--- src/rtl/eq_phase_pkg.sv ---
package eq_phase_pkg;

    localparam int COEF_W   = 6;
    localparam int PRESET_W = 4;

    typedef enum logic [2:0] {
        PH_IDLE = 3'd0,
        PH_EQ0  = 3'd1,
        PH_EQ1  = 3'd2,
        PH_EQ2  = 3'd3,
        PH_EQ3  = 3'd4
    } phase_e;

    typedef enum logic [1:0] {
        EC_NONE = 2'b00,
        EC_P1   = 2'b01,
        EC_P2   = 2'b10,
        EC_P3   = 2'b11
    } ec_e;

    typedef struct packed {
        logic [COEF_W-1:0] pre;
        logic [COEF_W-1:0] main;
        logic [COEF_W-1:0] post;
    } cursor_t;

    typedef struct packed {
        logic                use_preset;
        logic [PRESET_W-1:0] preset;
        cursor_t             cur;
    } tx_set_t;

    function automatic logic cursor_in_bounds(cursor_t c, int fs, int lf);
        int m;
        int eff;
        m   = int'(c.main);
        eff = m - int'(c.pre) - int'(c.post);
        return (m <= fs) && (eff >= lf);
    endfunction

endpackage

--- src/rtl/eq_run_counter.sv ---
module eq_run_counter #(
    parameter int RUN_LEN = 8
) (
    input  logic clk,
    input  logic rst,
    input  logic clear,
    input  logic set_seen,
    input  logic set_clean,
    output logic run_met
);
    localparam int RW = $clog2(RUN_LEN + 1);

    logic [RW-1:0] cnt;

    always_ff @(posedge clk) begin
        if (rst || clear) begin
            cnt <= '0;
        end else if (set_seen) begin
            if (!set_clean)
                cnt <= '0;
            else if (cnt != RW'(RUN_LEN))
                cnt <= cnt + RW'(1);
        end
    end

    // current set counts too, so one short of the limit is enough
    assign run_met = (cnt >= RW'(RUN_LEN - 1));
endmodule

--- src/rtl/eq_phase_timer.sv ---
module eq_phase_timer #(
    parameter int TIMEOUT = 200
) (
    input  logic clk,
    input  logic rst,
    input  logic clear,
    output logic expired
);
    localparam int TW = $clog2(TIMEOUT + 1);

    logic [TW-1:0] cnt;

    always_ff @(posedge clk) begin
        if (rst || clear)
            cnt <= '0;
        else if (cnt != TW'(TIMEOUT - 1))
            cnt <= cnt + TW'(1);
    end

    assign expired = (cnt == TW'(TIMEOUT - 1));
endmodule

--- src/rtl/eq_setting_select.sv ---
module eq_setting_select
    import eq_phase_pkg::*;
#(
    parameter int FS = 40,
    parameter int LF = 13
) (
    input  tx_set_t cur_set,
    input  tx_set_t rx_set,
    output tx_set_t next_set,
    output logic    refused
);
    logic fits;

    always_comb begin
        fits     = cursor_in_bounds(rx_set.cur, FS, LF);
        next_set = cur_set;
        refused  = 1'b0;
        if (rx_set.use_preset) begin
            next_set.use_preset = 1'b1;
            next_set.preset     = rx_set.preset;
        end else if (fits) begin
            next_set.use_preset = 1'b0;
            next_set.cur        = rx_set.cur;
        end else begin
            refused = 1'b1;
        end
    end
endmodule

--- src/rtl/eq_phase_ctrl.sv ---
module eq_phase_ctrl
    import eq_phase_pkg::*;
#(
    parameter int RUN_LEN = 8,
    parameter int TIMEOUT = 200,
    parameter int FS      = 40,
    parameter int LF      = 13
) (
    input  logic                clk,
    input  logic                rst,
    input  logic                speed_done,
    input  logic [PRESET_W-1:0] start_preset,
    input  logic                ts_valid,
    input  logic                ts_decode_ok,
    input  logic                all_lanes,
    input  logic [1:0]          ts_ec,
    input  logic                ts_use_preset,
    input  logic [PRESET_W-1:0] ts_preset,
    input  logic [COEF_W-1:0]   ts_pre,
    input  logic [COEF_W-1:0]   ts_main,
    input  logic [COEF_W-1:0]   ts_post,
    output logic [2:0]          phase,
    output logic                tx_use_preset,
    output logic [PRESET_W-1:0] tx_preset,
    output logic [COEF_W-1:0]   tx_pre,
    output logic [COEF_W-1:0]   tx_main,
    output logic [COEF_W-1:0]   tx_post,
    output logic [COEF_W-1:0]   adv_fs,
    output logic [COEF_W-1:0]   adv_lf,
    output logic                eq_done,
    output logic                eq_error,
    output logic                coef_reject
);
    phase_e  ph_q;
    tx_set_t set_q;
    tx_set_t set_nxt;
    tx_set_t rx_set;
    logic    accepted;
    logic    run_met;
    logic    expired;
    logic    step;
    logic    apply;
    logic    refused;
    ec_e     ec;

    assign ec       = ec_e'(ts_ec);
    assign accepted = ts_valid && ts_decode_ok && all_lanes;

    assign rx_set.use_preset = ts_use_preset;
    assign rx_set.preset     = ts_preset;
    assign rx_set.cur.pre    = ts_pre;
    assign rx_set.cur.main   = ts_main;
    assign rx_set.cur.post   = ts_post;

    eq_run_counter #(.RUN_LEN(RUN_LEN)) u_run (
        .clk       (clk),
        .rst       (rst),
        .clear     (ph_q != PH_EQ0),
        .set_seen  (ts_valid),
        .set_clean (ts_decode_ok),
        .run_met   (run_met)
    );

    eq_phase_timer #(.TIMEOUT(TIMEOUT)) u_timer (
        .clk     (clk),
        .rst     (rst),
        .clear   ((ph_q == PH_IDLE) || step),
        .expired (expired)
    );

    eq_setting_select #(.FS(FS), .LF(LF)) u_sel (
        .cur_set  (set_q),
        .rx_set   (rx_set),
        .next_set (set_nxt),
        .refused  (refused)
    );

    always_comb begin
        step  = 1'b0;
        apply = 1'b0;
        unique case (ph_q)
            PH_EQ0: step = accepted && (ec == EC_P1) && run_met;
            PH_EQ1: begin
                step  = accepted && (ec == EC_P2);
                apply = step;
            end
            PH_EQ2: begin
                step  = accepted && (ec == EC_P3);
                apply = accepted && ts_ec[1];
            end
            PH_EQ3: begin
                step  = accepted && (ec == EC_NONE);
                apply = accepted && ts_ec[1];
            end
            default: ;
        endcase
    end

    always_ff @(posedge clk) begin
        if (rst) begin
            ph_q        <= PH_IDLE;
            set_q       <= '{use_preset: 1'b1, preset: '0, cur: '0};
            eq_done     <= 1'b0;
            eq_error    <= 1'b0;
            coef_reject <= 1'b0;
        end else begin
            eq_done     <= 1'b0;
            coef_reject <= apply && refused;
            if (apply)
                set_q <= set_nxt;
            if (ph_q == PH_IDLE) begin
                if (speed_done) begin
                    ph_q             <= PH_EQ0;
                    set_q.use_preset <= 1'b1;
                    set_q.preset     <= start_preset;
                    eq_error         <= 1'b0;
                end
            end else if (step) begin
                if (ph_q == PH_EQ3) begin
                    ph_q    <= PH_IDLE;
                    eq_done <= 1'b1;
                end else begin
                    ph_q <= phase_e'(ph_q + 3'd1);
                end
            end else if (expired) begin
                ph_q     <= PH_IDLE;
                eq_error <= 1'b1;
            end
        end
    end

    assign phase         = ph_q;
    assign tx_use_preset = set_q.use_preset;
    assign tx_preset     = set_q.preset;
    assign tx_pre        = set_q.cur.pre;
    assign tx_main       = set_q.cur.main;
    assign tx_post       = set_q.cur.post;
    assign adv_fs        = (ph_q == PH_EQ1) ? COEF_W'(FS) : '0;
    assign adv_lf        = (ph_q == PH_EQ1) ? COEF_W'(LF) : '0;

    a_r1_strict_order: assert property (@(posedge clk) disable iff (rst)
        (phase == $past(phase)) || (phase == 3'd0) || (phase == $past(phase) + 3'd1))
        else $error("R1 phase jumped");

    a_r2_entry_load: assert property (@(posedge clk) disable iff (rst)
        (phase == 3'd0 && speed_done) |=> (phase == 3'd1 && tx_use_preset
                                            && tx_preset == $past(start_preset)))
        else $error("R2 entry load");

    a_r8_done_pulse: assert property (@(posedge clk) disable iff (rst)
        eq_done |-> (phase == 3'd0) ##1 !eq_done)
        else $error("R8 done pulse");

    a_r9_cursor_bounds: assert property (@(posedge clk) disable iff (rst)
        !tx_use_preset |-> (int'(tx_main) <= FS)
                           && (int'(tx_main) - int'(tx_pre) - int'(tx_post) >= LF))
        else $error("R9 cursor out of bounds");

    a_r9_reject_keeps: assert property (@(posedge clk) disable iff (rst)
        coef_reject |-> (tx_pre == $past(tx_pre) && tx_main == $past(tx_main)
                         && tx_post == $past(tx_post)))
        else $error("R9 refused triple applied");

    a_r10_error_idle: assert property (@(posedge clk) disable iff (rst)
        $rose(eq_error) |-> (phase == 3'd0))
        else $error("R10 error outside idle");

    a_r4_adv_bounds: assert property (@(posedge clk) disable iff (rst)
        (phase != 3'd2) |-> (adv_fs == '0 && adv_lf == '0))
        else $error("R4 advertised outside EQ1");
endmodule

--- config.mk ---
export PLATFORM = sky130hd
export DESIGN_NAME = eq_phase_ctrl
export DESIGN_NICKNAME = d
export VERILOG_FILES = /design/src/rtl/eq_phase_pkg.sv /design/src/rtl/eq_run_counter.sv /design/src/rtl/eq_phase_timer.sv /design/src/rtl/eq_setting_select.sv /design/src/rtl/eq_phase_ctrl.sv
export SDC_FILE = /design/constraint.sdc
export NUM_CORES = 1
export LEC_CHECK = 0
export BUFFER_PORTS_ARGS = -buffer_cell sky130_fd_sc_hd__buf_2
export CORE_MARGIN = 5
export CORE_UTILIZATION = 25
export DETAILED_ROUTE_END_ITERATION = 10
export SLEW_MARGIN = 10
export SYNTH_ARGS = -nofsm -noshare
export SYNTH_HDL_FRONTEND = slang
export SYNTH_SLANG_ARGS = --single-unit
export TNS_END_PERCENT = 10
--- constraint.sdc ---
create_clock -name clk -period 5.9 [get_ports clk]
set_input_delay 1.18 -clock clk [delete_from_list [all_inputs] [get_ports clk]]
set_output_delay 1.18 -clock clk [all_outputs]
set_load 0.1 [all_outputs]
==> metrics.md <==
| Metric | Value |
|---|---|
| Top cells by area, synth | `dfxtp_1, ha_1, mux2i_1` |
| Grt total ovfl | `0` |
| Site row count | `39` |
| Routed WL | `6520 µm` |
| Cell Pwr Density | `230.8 nW/µm²` |
| Total of max-cap violations | `0` |
| Post-CTS Setup Bufs | `0` |
| Worst rel slew slack | `52.82%` |
| Number of synthesized register bits | `41` |
| Critical path type | `in -> reg` |
| Vias in the first global route | `2,265` |
| Hold_buf cts | `0` |
| Post-route ant nets | `0` |
| Syn. warnings | `0` |
| Min-delay worst type | `reg -> reg` |
| Reg clk slew, reported paths | `60 ps` |
| Min Tclk post-route | `5338 ps` |
| CP arrival | `5500 ps` |
| DR iter-0 viols | `67` |
| Worst Path Max Fanout | `18` |
| Num CTS Buffers | `5` |
| Global Route Usage Sum | `9.622%` |
| Via density per instance | `4.437` |
| Met3 routed WL | `548 µm` |
| Pins Over Slew Limit | `0` |
| WL met1 | `3009 µm` |
| Ys async rst share | `0%` |
| IO buf count | `68` |
| DRC viols | `0` |
| Register area share after synthesis | `28.56%` |
| Highest routed layer | `met4` |
| Synth cell types | `52` |
| First-pass GRT wire length | `10,480 µm` |
| Dpl cell area | `3276 µm²` |
| DR vias | `2,347` |
| Commonest cells in the netlist | `dfxtp_1, nand2b_1, ha_1` |
| Cell Area, Synth | `2874 µm²` |
| Peak VDD IR | `0.0001000 V` |
| Fin area | `3433 µm²` |
| Filler cells | `1,211` |
| Clock sink count | `41` |
| Die area | `13,740 µm²` |
| Setup TNS | `0 ps` |
| Placer Congestion | `0.7866` |
| DR WL met2 | `2877 µm` |
| Setup crit start kind | `input pin` |
| Setup Skew | `4.971 ps` |
| Avg Inst Size Synth | `8.870 µm²` |
| Final Setup Violations | `0` |
| Share of cells above drive strength 1 | `22.80%` |
| CTS tree | `built` |
| Slew @ Worst Pin | `707.7 ps` |
| Max clock buf depth | `2` |
| Antenna violations before repair | `0` |
| Largest area contributor in the netlist | `dfxtp_1` |
| Latest clock arrival within the worst-skew pair | `290 ps` |
| CTS resizes | `0` |
| Largest net degree at the start of global routing | `50` |
| Top cell type's share of synthesized area | `28.56%` |
| EDFF count, synth | `0` |
| Diode count | `0` |
| Lkg Pwr | `1.522 nW` |
| Layout Area Growth over Synthesis | `19.46%` |
| CTS H-tree lvls | `2` |
| Placed wire-length estimate | `5240 µm` |
| Critical Path RT | `6060 ps` |
| Boundary Pins | `76` |
| Post-DR wirelength/cell | `12.33 µm` |
| Die X-Extent | `117.2 µm` |
| Core Footprint | `11,320 µm²` |
| Die height | `117.2 µm` |
| Drt pass-1 iters | `4` |
| Mapped Cells | `324` |
| Synth Flop Type | `dfxtp_1` |
| Most common cell in the netlist | `dfxtp_1` |
| Fin crit share | `90.48%` |
| Final Hold Fails | `0` |
| NumNets Final | `451` |
| Starting Density | `25.39%` |
| Setup crit end kind | `flip-flop` |
| Fmax achieved | `0.1873 GHz` |
| Status | `finished clean` |
| RSZ-0062 raised after global routing | `no` |
| Root Buffer | `clkbuf_16` |
-- cells in the final DEF (no fill, tap or decap), drive strengths merged, types with 3 or more instances in the layout --
cell,count
buf,69
dfxtp,41
nand2b,32
ha,29
nor2,25
mux2i,24
inv,22
a21oi,11
or3,10
or2b,10
xor2,9
nand2,9
o21ai,9
nand4,7
nand3,7
conb,7
nor2b,7
clkbuf,7
xnor2,6
a211oi,5
nor3,4
nor3b,3
a21o,3
and3,3
nor4b,3
-- per-stage QoR --
step	util [%]	std cells	setup slack, ps	power [mW]	hold WS [ps]
after floorplan	-	330	865.8	0.4646	471.1
after global placement	28.93	521	387.1	0.5051	455.2
after detailed placement	28.93	521	347.9	0.5097	461.0
after CTS	30.33	529	632.3	0.8067	471.1
after global routing	30.33	529	234.3	0.8409	495.9
final	30.33	529	561.9	0.7923	466.9
-- worst max-delay path: stages --
cell	delay, ps
buf_2	110
inv_1	50
ha_1	130
inv_1	50
fa_1	520
inv_1	70
fa_1	430
nand2b_1	170
o2bb2ai_1	150
nand2b_1	150
a21boi_0	330
or2_2	190
ha_1	220
nor4b_1	340
nand4_1	130
a211oi_1	190
nand4_1	110
or4_4	430
nor4b_4	140
buf_4	230
mux2i_1	150
-- routing by layer --
layer / track usage [%] / up-vias
met1: 12.14 / 1061
met3: 3.393 / 8
li1: - / 1214
met5: 0 / -
met4: 3.135 / 0
met2: 15.31 / 64
-- kinds of logic (layout without fill, tap and decap cells) --
| family | count (synthesis) | count (layout) | share of synthesized area [%] |
|---|---|---|---|
| flip-flops | 41 | 41 | 28.56 |
| AND/OR/NAND/NOR | 129 | 129 | 27.25 |
| AO/OA/AOI/OAI | 40 | 40 | 9.099 |
| XOR/XNOR | 15 | 15 | 4.571 |
| adder cells (fa/ha/maj) | 31 | 31 | 14.02 |
| multiplexers | 24 | 24 | 8.359 |
| buffers and inverters | 43 | 99 | 8.010 |
| other | 1 | 7 | 0.1305 |
-- sequential cells by signal, summed over array words and instances, names as in the netlist --
register,count
tx_pre,6
u_run.cnt,4
phase,3
tx_preset,4
eq_done,1
u_timer.cnt,8
tx_use_preset,1
coef_reject,1
eq_error,1
tx_post,6
tx_main,6
-- report_power, final --
part | internal (mW) | switching [mW]
clock | 0.179 | 0.109
combinational | 0.0797 | 0.139
sequential | 0.281 | 0.00368
-- path summary, 6_finish.rpt --
check	from	end	slack (ps)	cells past startpoint
worst max register to register	phase[0]	tx_preset[3]	3560	8
worst min register to register	tx_pre[0]	tx_pre[0]	470	2
worst min-delay path	tx_pre[0]	tx_pre[0]	470	2
worst max-delay path	ts_main[0]	tx_pre[1]	560	21
-- layout make-up --
cell class | instances | area, µm² | area share [%]
well taps | 143 | 178.9 | 5.211
flip-flops and latches | 41 | 820.8 | 23.91
repair buffers | 69 | 347.8 | 10.13
inverters | 22 | 82.58 | 2.405
clock buffers | 7 | 152.6 | 4.446
multi-input cells | 246 | 1846 | 53.75
clock inverters | 1 | 5.005 | 0.1458
Note: power is estimated with default switching activity, not from simulation.
